File: config.mk
export PLATFORM = sky130hd
export DESIGN_NAME = serial_port_wb
export DESIGN_NICKNAME = d
export VERILOG_FILES = /design/src/rtl/serial_pkg.sv /design/src/rtl/ser_tx.sv /design/src/rtl/ser_rx.sv /design/src/rtl/ser_events.sv /design/src/rtl/serial_port_wb.sv
export SDC_FILE = /design/constraint.sdc
export NUM_CORES = 1
export LEC_CHECK = 0
export BUFFER_PORTS_ARGS = -buffer_cell sky130_fd_sc_hd__buf_2
export CAP_MARGIN = 25
export CORE_UTILIZATION = 30
export CTS_BUF_LIST = sky130_fd_sc_hd__clkbuf_8
export CTS_CLUSTER_DIAMETER = 200
export DETAILED_ROUTE_END_ITERATION = 8
export PLACE_DENSITY_LB_ADDON = 0.05
export SYNTH_ARGS = -nofsm -noshare
export SYNTH_HDL_FRONTEND = slang
export SYNTH_HIERARCHICAL = 1
export SYNTH_SLANG_ARGS = --single-unit
File: constraint.sdc
create_clock -name clk -period 5.8 [get_ports clk]
set_input_delay 1.16 -clock clk [delete_from_list [all_inputs] [get_ports clk]]
set_output_delay 1.16 -clock clk [all_outputs]
set_load 0.01 [all_outputs]
File: src/rtl/serial_pkg.sv
package serial_pkg;
  localparam int ADR_W      = 4;
  localparam int BUS_W      = 32;
  localparam int BYTE_W     = 8;
  localparam int FRAME_BITS = BYTE_W + 2;
  localparam int BITCNT_W   = $clog2(FRAME_BITS);

  localparam logic [ADR_W-1:0] A_DIV    = 4'd0;
  localparam logic [ADR_W-1:0] A_RXDATA = 4'd1;
  localparam logic [ADR_W-1:0] A_RXRDY  = 4'd2;
  localparam logic [ADR_W-1:0] A_RXERR  = 4'd3;
  localparam logic [ADR_W-1:0] A_TXDATA = 4'd4;
  localparam logic [ADR_W-1:0] A_TXRDY  = 4'd5;
  localparam logic [ADR_W-1:0] A_EVSTAT = 4'd8;
  localparam logic [ADR_W-1:0] A_EVPEND = 4'd9;
  localparam logic [ADR_W-1:0] A_EVEN   = 4'd10;
endpackage

File: src/rtl/ser_tx.sv
module ser_tx
  import serial_pkg::*;
#(
  parameter int DIV_W = 32
) (
  input  logic              clk,
  input  logic              rst_n,
  input  logic [DIV_W-1:0]  divisor,
  input  logic              start,
  input  logic [BYTE_W-1:0] data,
  output logic              ready,
  output logic              tx
);
  logic                  busy_q, busy_d;
  logic [FRAME_BITS-1:0] sh_q, sh_d;
  logic [BITCNT_W-1:0]   bit_q, bit_d;
  logic [DIV_W-1:0]      cnt_q, cnt_d;
  logic                  tx_q, tx_d;

  always_comb begin
    busy_d = busy_q;
    sh_d   = sh_q;
    bit_d  = bit_q;
    cnt_d  = cnt_q;
    if (!busy_q) begin
      if (start) begin
        busy_d = 1'b1;
        sh_d   = {1'b1, data, 1'b0};
        bit_d  = '0;
        cnt_d  = divisor - 1'b1;
      end
    end else if (cnt_q == '0) begin
      if (bit_q == BITCNT_W'(FRAME_BITS - 1)) begin
        busy_d = 1'b0;
      end else begin
        sh_d  = {1'b1, sh_q[FRAME_BITS-1:1]};
        bit_d = bit_q + 1'b1;
        cnt_d = divisor - 1'b1;
      end
    end else begin
      cnt_d = cnt_q - 1'b1;
    end
    tx_d = busy_d ? sh_d[0] : 1'b1;
  end

  always_ff @(posedge clk or negedge rst_n) begin
    if (!rst_n) begin
      busy_q <= 1'b0;
      sh_q   <= '1;
      bit_q  <= '0;
      cnt_q  <= '0;
      tx_q   <= 1'b1;
    end else begin
      busy_q <= busy_d;
      sh_q   <= sh_d;
      bit_q  <= bit_d;
      cnt_q  <= cnt_d;
      tx_q   <= tx_d;
    end
  end

  assign ready = ~busy_q;
  assign tx    = tx_q;
endmodule

File: src/rtl/ser_rx.sv
module ser_rx
  import serial_pkg::*;
#(
  parameter int DIV_W = 32
) (
  input  logic              clk,
  input  logic              rst_n,
  input  logic [DIV_W-1:0]  divisor,
  input  logic              rx,
  output logic              done,
  output logic [BYTE_W-1:0] data,
  output logic              frame_err
);
  logic                 s1_q, s2_q, prev_q;
  logic                 act_q, act_d;
  logic [BITCNT_W-1:0]  bit_q, bit_d;
  logic [DIV_W-1:0]     cnt_q, cnt_d;
  logic [BYTE_W-1:0]    sh_q, sh_d;
  logic                 done_q, done_d;
  logic                 err_q, err_d;

  always_comb begin
    act_d  = act_q;
    bit_d  = bit_q;
    cnt_d  = cnt_q;
    sh_d   = sh_q;
    err_d  = err_q;
    done_d = 1'b0;
    if (!act_q) begin
      if (prev_q && !s2_q) begin
        act_d = 1'b1;
        bit_d = '0;
        cnt_d = (divisor >> 1) - 1'b1;
      end
    end else if (cnt_q == '0) begin
      cnt_d = divisor - 1'b1;
      if (bit_q == '0) begin
        if (s2_q) act_d = 1'b0;
        else      bit_d = bit_q + 1'b1;
      end else if (bit_q == BITCNT_W'(FRAME_BITS - 1)) begin
        act_d  = 1'b0;
        done_d = 1'b1;
        err_d  = ~s2_q;
      end else begin
        sh_d  = {s2_q, sh_q[BYTE_W-1:1]};
        bit_d = bit_q + 1'b1;
      end
    end else begin
      cnt_d = cnt_q - 1'b1;
    end
  end

  always_ff @(posedge clk or negedge rst_n) begin
    if (!rst_n) begin
      s1_q   <= 1'b1;
      s2_q   <= 1'b1;
      prev_q <= 1'b1;
      act_q  <= 1'b0;
      bit_q  <= '0;
      cnt_q  <= '0;
      sh_q   <= '0;
      done_q <= 1'b0;
      err_q  <= 1'b0;
    end else begin
      s1_q   <= rx;
      s2_q   <= s1_q;
      prev_q <= s2_q;
      act_q  <= act_d;
      bit_q  <= bit_d;
      cnt_q  <= cnt_d;
      sh_q   <= sh_d;
      done_q <= done_d;
      err_q  <= err_d;
    end
  end

  assign done      = done_q;
  assign data      = sh_q;
  assign frame_err = err_q;
endmodule

File: src/rtl/ser_events.sv
module ser_events #(
  parameter int N = 1
) (
  input  logic         clk,
  input  logic         rst_n,
  input  logic [N-1:0] src,
  input  logic         pend_we,
  input  logic         en_we,
  input  logic [N-1:0] wdata,
  output logic [N-1:0] pending,
  output logic [N-1:0] enable,
  output logic         irq
);
  logic [N-1:0] src_q, pend_q, pend_d, en_q, en_d;

  always_comb begin
    pend_d = pend_q & ~(pend_we ? wdata : '0);
    pend_d = pend_d | (src & ~src_q);
    en_d   = en_we ? wdata : en_q;
  end

  always_ff @(posedge clk or negedge rst_n) begin
    if (!rst_n) begin
      src_q  <= '0;
      pend_q <= '0;
      en_q   <= '0;
    end else begin
      src_q  <= src;
      pend_q <= pend_d;
      en_q   <= en_d;
    end
  end

  assign pending = pend_q;
  assign enable  = en_q;
  assign irq     = |(pend_q & en_q);
endmodule

File: src/rtl/serial_port_wb.sv
module serial_port_wb
  import serial_pkg::*;
#(
  parameter int                DIV_W     = 32,
  parameter logic [DIV_W-1:0]  DIV_RESET = 5
) (
  input  logic             clk,
  input  logic             rst_n,
  input  logic             wb_cyc_i,
  input  logic             wb_stb_i,
  input  logic             wb_we_i,
  input  logic [ADR_W-1:0] wb_adr_i,
  input  logic [BUS_W-1:0] wb_dat_i,
  input  logic [3:0]       wb_sel_i,
  output logic [BUS_W-1:0] wb_dat_o,
  output logic             wb_ack_o,
  output logic             irq_o,
  input  logic             rx_i,
  output logic             tx_o
);
  localparam int NEV = 1;

  logic [1:0]        rsync_q;
  logic              rst_int;
  logic              ack_q;
  logic [BUS_W-1:0]  dat_q, rdata;
  logic              req, wr, rd;
  logic [DIV_W-1:0]  div_q, div_d;
  logic              rx_ready_q, rx_ready_d;
  logic              rx_err_q, rx_err_d;
  logic [BYTE_W-1:0] rx_byte_q, rx_byte_d;
  logic              tx_ready, tx_start;
  logic              rx_done, rx_ferr;
  logic [BYTE_W-1:0] rx_word;
  logic [NEV-1:0]    ev_pending, ev_enable;

  // Reset: asserted asynchronously, released on a clock edge
  always_ff @(posedge clk or negedge rst_n) begin
    if (!rst_n) rsync_q <= '0;
    else        rsync_q <= {rsync_q[0], 1'b1};
  end
  assign rst_int = rsync_q[1];

  assign req = wb_cyc_i & wb_stb_i & ~ack_q;
  assign wr  = req & wb_we_i & (&wb_sel_i);
  assign rd  = req & ~wb_we_i;

  assign tx_start = wr && (wb_adr_i == A_TXDATA);

  ser_tx #(.DIV_W(DIV_W)) u_tx (
    .clk(clk), .rst_n(rst_int), .divisor(div_q), .start(tx_start),
    .data(wb_dat_i[BYTE_W-1:0]), .ready(tx_ready), .tx(tx_o)
  );

  ser_rx #(.DIV_W(DIV_W)) u_rx (
    .clk(clk), .rst_n(rst_int), .divisor(div_q), .rx(rx_i),
    .done(rx_done), .data(rx_word), .frame_err(rx_ferr)
  );

  ser_events #(.N(NEV)) u_ev (
    .clk(clk), .rst_n(rst_int), .src(rx_ready_q),
    .pend_we(wr && (wb_adr_i == A_EVPEND)),
    .en_we(wr && (wb_adr_i == A_EVEN)),
    .wdata(wb_dat_i[NEV-1:0]),
    .pending(ev_pending), .enable(ev_enable), .irq(irq_o)
  );

  always_comb begin
    div_d      = (wr && wb_adr_i == A_DIV) ? wb_dat_i[DIV_W-1:0] : div_q;
    rx_ready_d = rx_ready_q;
    if (rd && wb_adr_i == A_RXDATA) rx_ready_d = 1'b0;
    if (rx_done)                    rx_ready_d = 1'b1;
    rx_err_d  = rx_done ? rx_ferr : rx_err_q;
    rx_byte_d = rx_done ? rx_word : rx_byte_q;
    case (wb_adr_i)
      A_DIV:    rdata = BUS_W'(div_q);
      A_RXDATA: rdata = BUS_W'(rx_byte_q);
      A_RXRDY:  rdata = BUS_W'(rx_ready_q);
      A_RXERR:  rdata = BUS_W'(rx_err_q);
      A_TXRDY:  rdata = BUS_W'(tx_ready);
      A_EVSTAT: rdata = BUS_W'(rx_ready_q);
      A_EVPEND: rdata = BUS_W'(ev_pending);
      A_EVEN:   rdata = BUS_W'(ev_enable);
      default:  rdata = '0;
    endcase
  end

  always_ff @(posedge clk or negedge rst_int) begin
    if (!rst_int) begin
      ack_q      <= 1'b0;
      dat_q      <= '0;
      div_q      <= DIV_RESET;
      rx_ready_q <= 1'b0;
      rx_err_q   <= 1'b0;
      rx_byte_q  <= '0;
    end else begin
      ack_q      <= req;
      dat_q      <= rd ? rdata : '0;
      div_q      <= div_d;
      rx_ready_q <= rx_ready_d;
      rx_err_q   <= rx_err_d;
      rx_byte_q  <= rx_byte_d;
    end
  end

  assign wb_ack_o = ack_q;
  assign wb_dat_o = dat_q;
endmodule

---- Yosys cells after proc, flatten, opt, wreduce, memory -nomap -nowiden ----
Index checks and enable logic that the tools add are counted.
storage, ports and cells
  flip-flop bits (word level) ............. 178
  logic and storage cells ................. 126
  bits in latches ......................... 0
  memories kept ........................... 0
  bits in writable memories ............... 0
  memory bits (read-only) ................. 0
  bits of input ports ..................... 46
cells by class
  order comparisons ....................... 0
  multiplexer cells ....................... 41
  div/mod/pow operators ................... 0
  multipliers ............................. 0
  bitwise gates (word level) .............. 17
  add/sub/neg operators ................... 6
  eq/ne operators ......................... 16
  shift operators ......................... 0
  reduce and logical (&&, ||, !) cells .... 21
operator list
  operator                                                               count
  32-bit 2-to-1 mux                                                      8
  32-bit case mux with 7 select lines                                    1
  32-bit by 1-bit subtractor with 32-bit output, second input constant   3
  32-bit zero test                                                       2
  10-bit 2-to-1 mux                                                      4
  4-bit 2-to-1 mux                                                       10
  31-bit by 1-bit subtractor with 32-bit output, second input constant   1
  4-bit equality test, second input constant                             5
  1-bit 2-to-1 mux                                                       18
  4-bit AND reduction                                                    4
  3-bit inequality test, second input constant                           3
  4-bit by 1-bit adder with 4-bit output, second input constant          2
  1-bit AND                                                              8
  4-bit by 2-bit equality test with 1-bit output, second input constant  2
  4-bit by 3-bit equality test with 1-bit output, second input constant  2
  4-bit zero test                                                        2
  1-bit NOT                                                              8
  1-bit logical AND                                                      6
  2-bit inequality test, second input constant                           3
  2-bit nonzero test                                                     3
  4-bit by 1-bit equality test with 1-bit output, second input constant  1
  3-bit AND reduction                                                    1
  2-bit AND reduction                                                    1
  2-bit OR reduction                                                     1
  other kinds (2)                                                        2

---- Logic depth before layout (Yosys ltp) ----
  depth after elaboration ................. 9
  gate-level depth with buffers ........... 13
  mapped depth without buffers ............ 10

---- Cells and area by module ----
The synthesis kept the hierarchy.
modules (own cells, without submodules)
  module          cells each  sequential area each (µm²)  times used  area each (µm²)
  ser_tx          400         1,214.9                     1           3,398.3
  ser_rx          378         1,255.0                     1           3,392.0
  serial_port_wb  206         1,929.4                     1           3,031.7
  ser_events      8           75.1                        1           112.6

---- Worst setup path after synthesis ----
Ideal clock, no wire load.
  path type ............................... input-to-reg
  start ................................... input port wb_stb_i
  end ..................................... register u_tx.cnt_q[22]
  slack ................................... 3.071 ns
  library setup time ...................... 0.099 ns
  stages .................................. 9
  buffers on the path ..................... 1
  arrival ................................. 2.630 ns
  path through ............................ nand3b_1 nor3_1 and4b_1 nor2_1 a21o_4 inv_2 buf_2 a21oi_1 a311oi_1
on the way
  longest elaborated chain between the ends .. 7
RTL lines
  item                           RTL line              source
  start, declared                serial_port_wb.sv:10  input logic wb_stb_i,
  1-bit AND (2 in a row)         serial_port_wb.sv:44  assign req = wb_cyc_i & wb_stb_i & ~ack_q;
  1-bit AND (2 in a row)         serial_port_wb.sv:45  assign wr = req & wb_we_i & (&wb_sel_i);
  1-bit logical AND              serial_port_wb.sv:48  assign tx_start = wr && (wb_adr_i == A_TXDATA);
  named net tx_start             serial_port_wb.sv:32  logic tx_ready, tx_start;
  2-bit nonzero test (no line)   -
  2-bit AND reduction (no line)  -
  end signal, assigned           ser_tx.sv:57          cnt_q <= cnt_d;
  end, declared                  ser_tx.sv:17          logic [DIV_W-1:0] cnt_q, cnt_d;
The timed path passes the listed nets, and every way through them passes these cells.
A chain may end at the register's enable or synchronous reset.

---- Worst setup path after layout ----
  start ................................... register u_rx.cnt_q[9]
  end ..................................... register u_rx.cnt_q[30]
on the way
  longest elaborated chain between the ends .. 3
RTL lines
  item                                                                                      RTL line                    source
  start, declared                                                                           ser_rx.sv:17                logic [DIV_W-1:0] cnt_q, cnt_d;
  start signal, assigned                                                                    ser_rx.sv:70                cnt_q <= cnt_d;
  32-bit by 1-bit subtractor with 32-bit output / 32-bit zero test (equally long branches)  ser_rx.sv:49, ser_rx.sv:35
  32-bit 2-to-1 mux *                                                                       ser_rx.sv:35                end else if (cnt_q == '0) begin
  32-bit 2-to-1 mux *                                                                       ser_rx.sv:29                if (!act_q) begin
Mark *: on every way between the ends. The rest lies on a longest branch, timed or not.

==> run_results.csv <==
group,metric,value,unit
timing,min_period_over_period,0.654,
synth,yosys.cell_types.count,82,
timing,max-slew-margin-rel,0.366,
synth,synth-edff-count,0,
timing,final.setup_skew,19.0,ps
clocking,numCtsBuffers,17,
synth,ys_seq_area_frac,0.450,
global_routing,globalRouteTotalUtil,0.190,
hold_path,holdCritPathClass,"reg2reg",
power,irDropWorstVdd,0.159,mV
layout,fin_nets,1098,
clocking,cts_tree,"done",
synth,syn_nets,1046,
setup_path,cpPeakStageDelay,940,ps
placed_design,gp_congestion,0.778,
timing,max_slew.worst_pin.slew,951,ps
setup_path,crit_family,"simple AND/OR/NAND/NOR gates",
detailed_routing,post_drt_wl_per_cell,20.5,um
floorplan,die_width,184,um
placed_design,postPlaceCellArea,10700,um2
synth,syn_area_per_cell,10.0,um2
run_status,status,"finished clean",
setup_path,end_kind,"flip-flop",
clocking,postcts_setup_bufs,0,
clocking,worst_skew_pair.late_latency,490,ps
global_routing,globalRoute.totalOverflow,0,
floorplan,core_area,32500,um2
timing,maxClockFrequency,0.263,GHz
setup_path,regToRegStartpoint,"u_rx/cnt_q[9]",
power,cellPowerDensity,325,nW/um2
timing,timing.final.setup_violations,0,
layout,post_route_cells_drive_above_1_share,0.215,
layout,layout.cells.non_filler,1499,
synth,synth-async-reset-ratio,1.00,
detailed_routing,routed_wirelength,30.7,mm
job,cap_viol_max_count,0,
clocking,clock_path_buffers,2,
detailed_routing,drt_first_pass_iters,5,
setup_path,timing.critical_path.arrival,4200,ps
hold_path,worst_hold_startpoint,"rsync_q[0]",
floorplan,number_of_core_rows,66,
setup_path,path_buf_inv,0,
floorplan,die_h,184,um
synth,postSynth.topFlopCell,"sky130_fd_sc_hd__dfrtp_1",
setup_path,crit_startpoint,"u_rx/cnt_q[9]",
placed_design,place_hpwl,20.9,mm
timing,hold_violations,0,
synth,netlist_area,9930,um2
clocking,post_cts_resized,0,
timing,rsz0062_at_grt,"false",
detailed_routing,vias_per_cell,5.22,
clocking,clkTransAtPathRegs,110,ps
timing,fin_crit,3800,ps
setup_path,criticalPathCategory,"reg2reg",
clocking,postCtsHoldBufs,0,
detailed_routing,drt_drc_violations_left,0,
placed_design,dpl.cell_count,1467,
detailed_routing,detail-route-antenna-nets,0,
setup_path,worst_setup_path_start_kind,"flip-flop",
power,power.leakage,0.00503,uW
global_routing,grt_first_pass_wirelength,48.5,mm
timing,setup_tns,0,ps
synth,netlist_instances,992,
setup_path,crit_path_top_delay_cell,"sky130_fd_sc_hd__and4_1",
placed_design,port_buffers,80,
floorplan,ios,81,
synth,ys_warn_count,6,
detailed_routing,via_count,7824,
global_routing,grt_max_degree,113,
synth,ys_seq_elements,178,
setup_path,crit_chain,"nor4_1 > and4_1 > a311oi_1 > o21bai_1 > and3_1 > and4b_1 > a31o_1 > a31oi_1",
floorplan,initial_core_util,0.305,
timing,whs,351,ps
layout,post-route-util,0.340,
clocking,cts_max_level,4,
setup_path,worst_ep_required_time,6210,ps
global_routing,antenna_found_initial,0,
detailed_routing,detail_route.iter0.violations,489,
layout,diodes,0,
setup_path,crit_path_max_fanout,23,
floorplan,design.die.area,33800,um2
global_routing,first_global_vias,7646,
layout,syn_to_final_growth,11.4,%
clocking,cts_root_buffer,"sky130_fd_sc_hd__clkbuf_8",
layout,final_area,11100,um2
timing,timing.final.max_slew_violations,0,
clocking,clock_sinks,178,
-- cell usage in the layout (no fill, tap or decap), drive strengths merged, types with 26 or more instances in the layout --
| master | n |
|---|---|
| buf | 91 |
| dfrtp | 162 |
| and3 | 28 |
| o21ai | 65 |
| mux2 | 53 |
| nor2 | 73 |
| a21oi | 43 |
| nand3 | 29 |
| xor2 | 30 |
| inv | 26 |
| nor4 | 27 |
| nand2 | 94 |
| nor3 | 42 |
-- worst register-to-register path: stages (launching register included) --
cell and delay (ps):
sky130_fd_sc_hd__dfrtp_1 440, sky130_fd_sc_hd__nor4_1 660, sky130_fd_sc_hd__and4_1 940, sky130_fd_sc_hd__a311oi_1 220, sky130_fd_sc_hd__o21bai_1 300, sky130_fd_sc_hd__and3_1 270, sky130_fd_sc_hd__and4b_1 420, sky130_fd_sc_hd__a31o_1 320
sky130_fd_sc_hd__a31oi_1 150
-- logic make-up after synthesis --
logic type	share of synthesized area
AND/OR/NAND/NOR	0.209
AO/OA/AOI/OAI	0.163
flip-flops	0.450
buffers and inverters	0.0418
multiplexers	0.0778
XOR/XNOR	0.0476
adder cells (fa/ha/maj)	0.0101
other	0.000377
-- final cells by class --
cell class	instances	area, um2
clock buffers	17	234
clock inverters	15	168
fillers	3413	21500
inverters	19	71.3
multi-input cells	737	5050
flip-flops and latches	178	4480
well taps	442	553
repair buffers	91	515
-- worst paths after layout --
check                                 end  cells after the start  slack [ps]
min in group asynchronous      rsync_q[1]                      1         440
setup reg to reg           u_rx/cnt_q[30]                      8        2000
setup / recovery           u_rx/cnt_q[30]                      8        2000
hold reg to reg                rsync_q[1]                      0         350
max in group asynchronous   u_tx/bit_q[3]                      1        4160
hold / removal                 rsync_q[1]                      0         350
-- cell usage after synthesis (3+ instances only) --
library cell,n,area [um2]
sky130_fd_sc_hd__dfrtp_1,162,4050
sky130_fd_sc_hd__nand2_1,92,345
sky130_fd_sc_hd__nor2_1,72,270
sky130_fd_sc_hd__a21oi_1,43,215
sky130_fd_sc_hd__nor3_1,39,195
sky130_fd_sc_hd__o21ai_0,35,175
sky130_fd_sc_hd__mux2_4,31,465
sky130_fd_sc_hd__o21ai_1,30,150
sky130_fd_sc_hd__xor2_1,30,263
sky130_fd_sc_hd__nand3_1,29,145
sky130_fd_sc_hd__and3_1,28,175
sky130_fd_sc_hd__xnor2_1,24,210
sky130_fd_sc_hd__clkbuf_1,23,86.3
sky130_fd_sc_hd__nor4_1,23,144
sky130_fd_sc_hd__mux2_2,22,248
sky130_fd_sc_hd__nand4_1,20,125
sky130_fd_sc_hd__a311oi_1,19,166
sky130_fd_sc_hd__a31oi_1,19,119
sky130_fd_sc_hd__buf_2,17,85.1
sky130_fd_sc_hd__inv_1,17,63.8
sky130_fd_sc_hd__a22oi_1,16,120
sky130_fd_sc_hd__dfstp_2,16,420
sky130_fd_sc_hd__buf_6,11,124
sky130_fd_sc_hd__o21bai_1,11,82.6
sky130_fd_sc_hd__ha_1,8,100
sky130_fd_sc_hd__nand2b_1,8,50.1
sky130_fd_sc_hd__nor3b_1,8,60.1
sky130_fd_sc_hd__o211ai_1,8,60.1
sky130_fd_sc_hd__or4_1,8,60.1
sky130_fd_sc_hd__a31o_1,7,61.3
sky130_fd_sc_hd__and2_1,7,43.8
sky130_fd_sc_hd__a22o_1,6,52.6
sky130_fd_sc_hd__buf_4,6,45.0
sky130_fd_sc_hd__mux2i_1,6,60.1
sky130_fd_sc_hd__o21bai_2,6,67.6
sky130_fd_sc_hd__or3_1,6,37.5
sky130_fd_sc_hd__o221ai_1,5,43.8
sky130_fd_sc_hd__a21o_1,4,30.0
sky130_fd_sc_hd__and4_1,4,35.0
sky130_fd_sc_hd__nand3b_1,4,30.0
sky130_fd_sc_hd__nand4b_1,4,35.0
sky130_fd_sc_hd__nor2b_1,4,25.0
sky130_fd_sc_hd__a211oi_1,3,22.5
sky130_fd_sc_hd__and4b_1,3,30.0
sky130_fd_sc_hd__nor4_4,3,63.8
-- flip-flops by register name, summed over array words and instances (netlist names), 2 cells and up --
register,count
div_q,32
rx_byte_q,8
rsync_q,2
u_rx/cnt_q,32
u_rx/data,8
wb_dat_o,32
u_rx/bit_q,4
u_tx/bit_q,4
u_tx/sh_q,10
u_tx/cnt_q,32
-- where the power goes --
| group | switching [uW] | internal [uW] |
|---|---|---|
| registers | 252 | 1450 |
| clock network | 535 | 396 |
| logic | 536 | 436 |
| total | 1320 | 2280 |
-- metal layers --
layer	wire length [um]	vias up	share of wire	global-route usage
met5	0	-	0	0
met4	312	0	0.010	0.0433
met3	1000	10	0.033	0.0311
met2	14000	149	0.46	0.291
met1	15400	3902	0.50	0.277
li1	-	3763	-	-
-- metrics by stage --
stage                     total power [uW]  setup WS [ps]
final                                 3600           2000
after global routing                  3840           1770
after CTS                             3640           2020
after detailed placement              2690           1990
after global placement                2700           2070
after floorplan                       2410            501
Power figures use the tool's default switching activity.
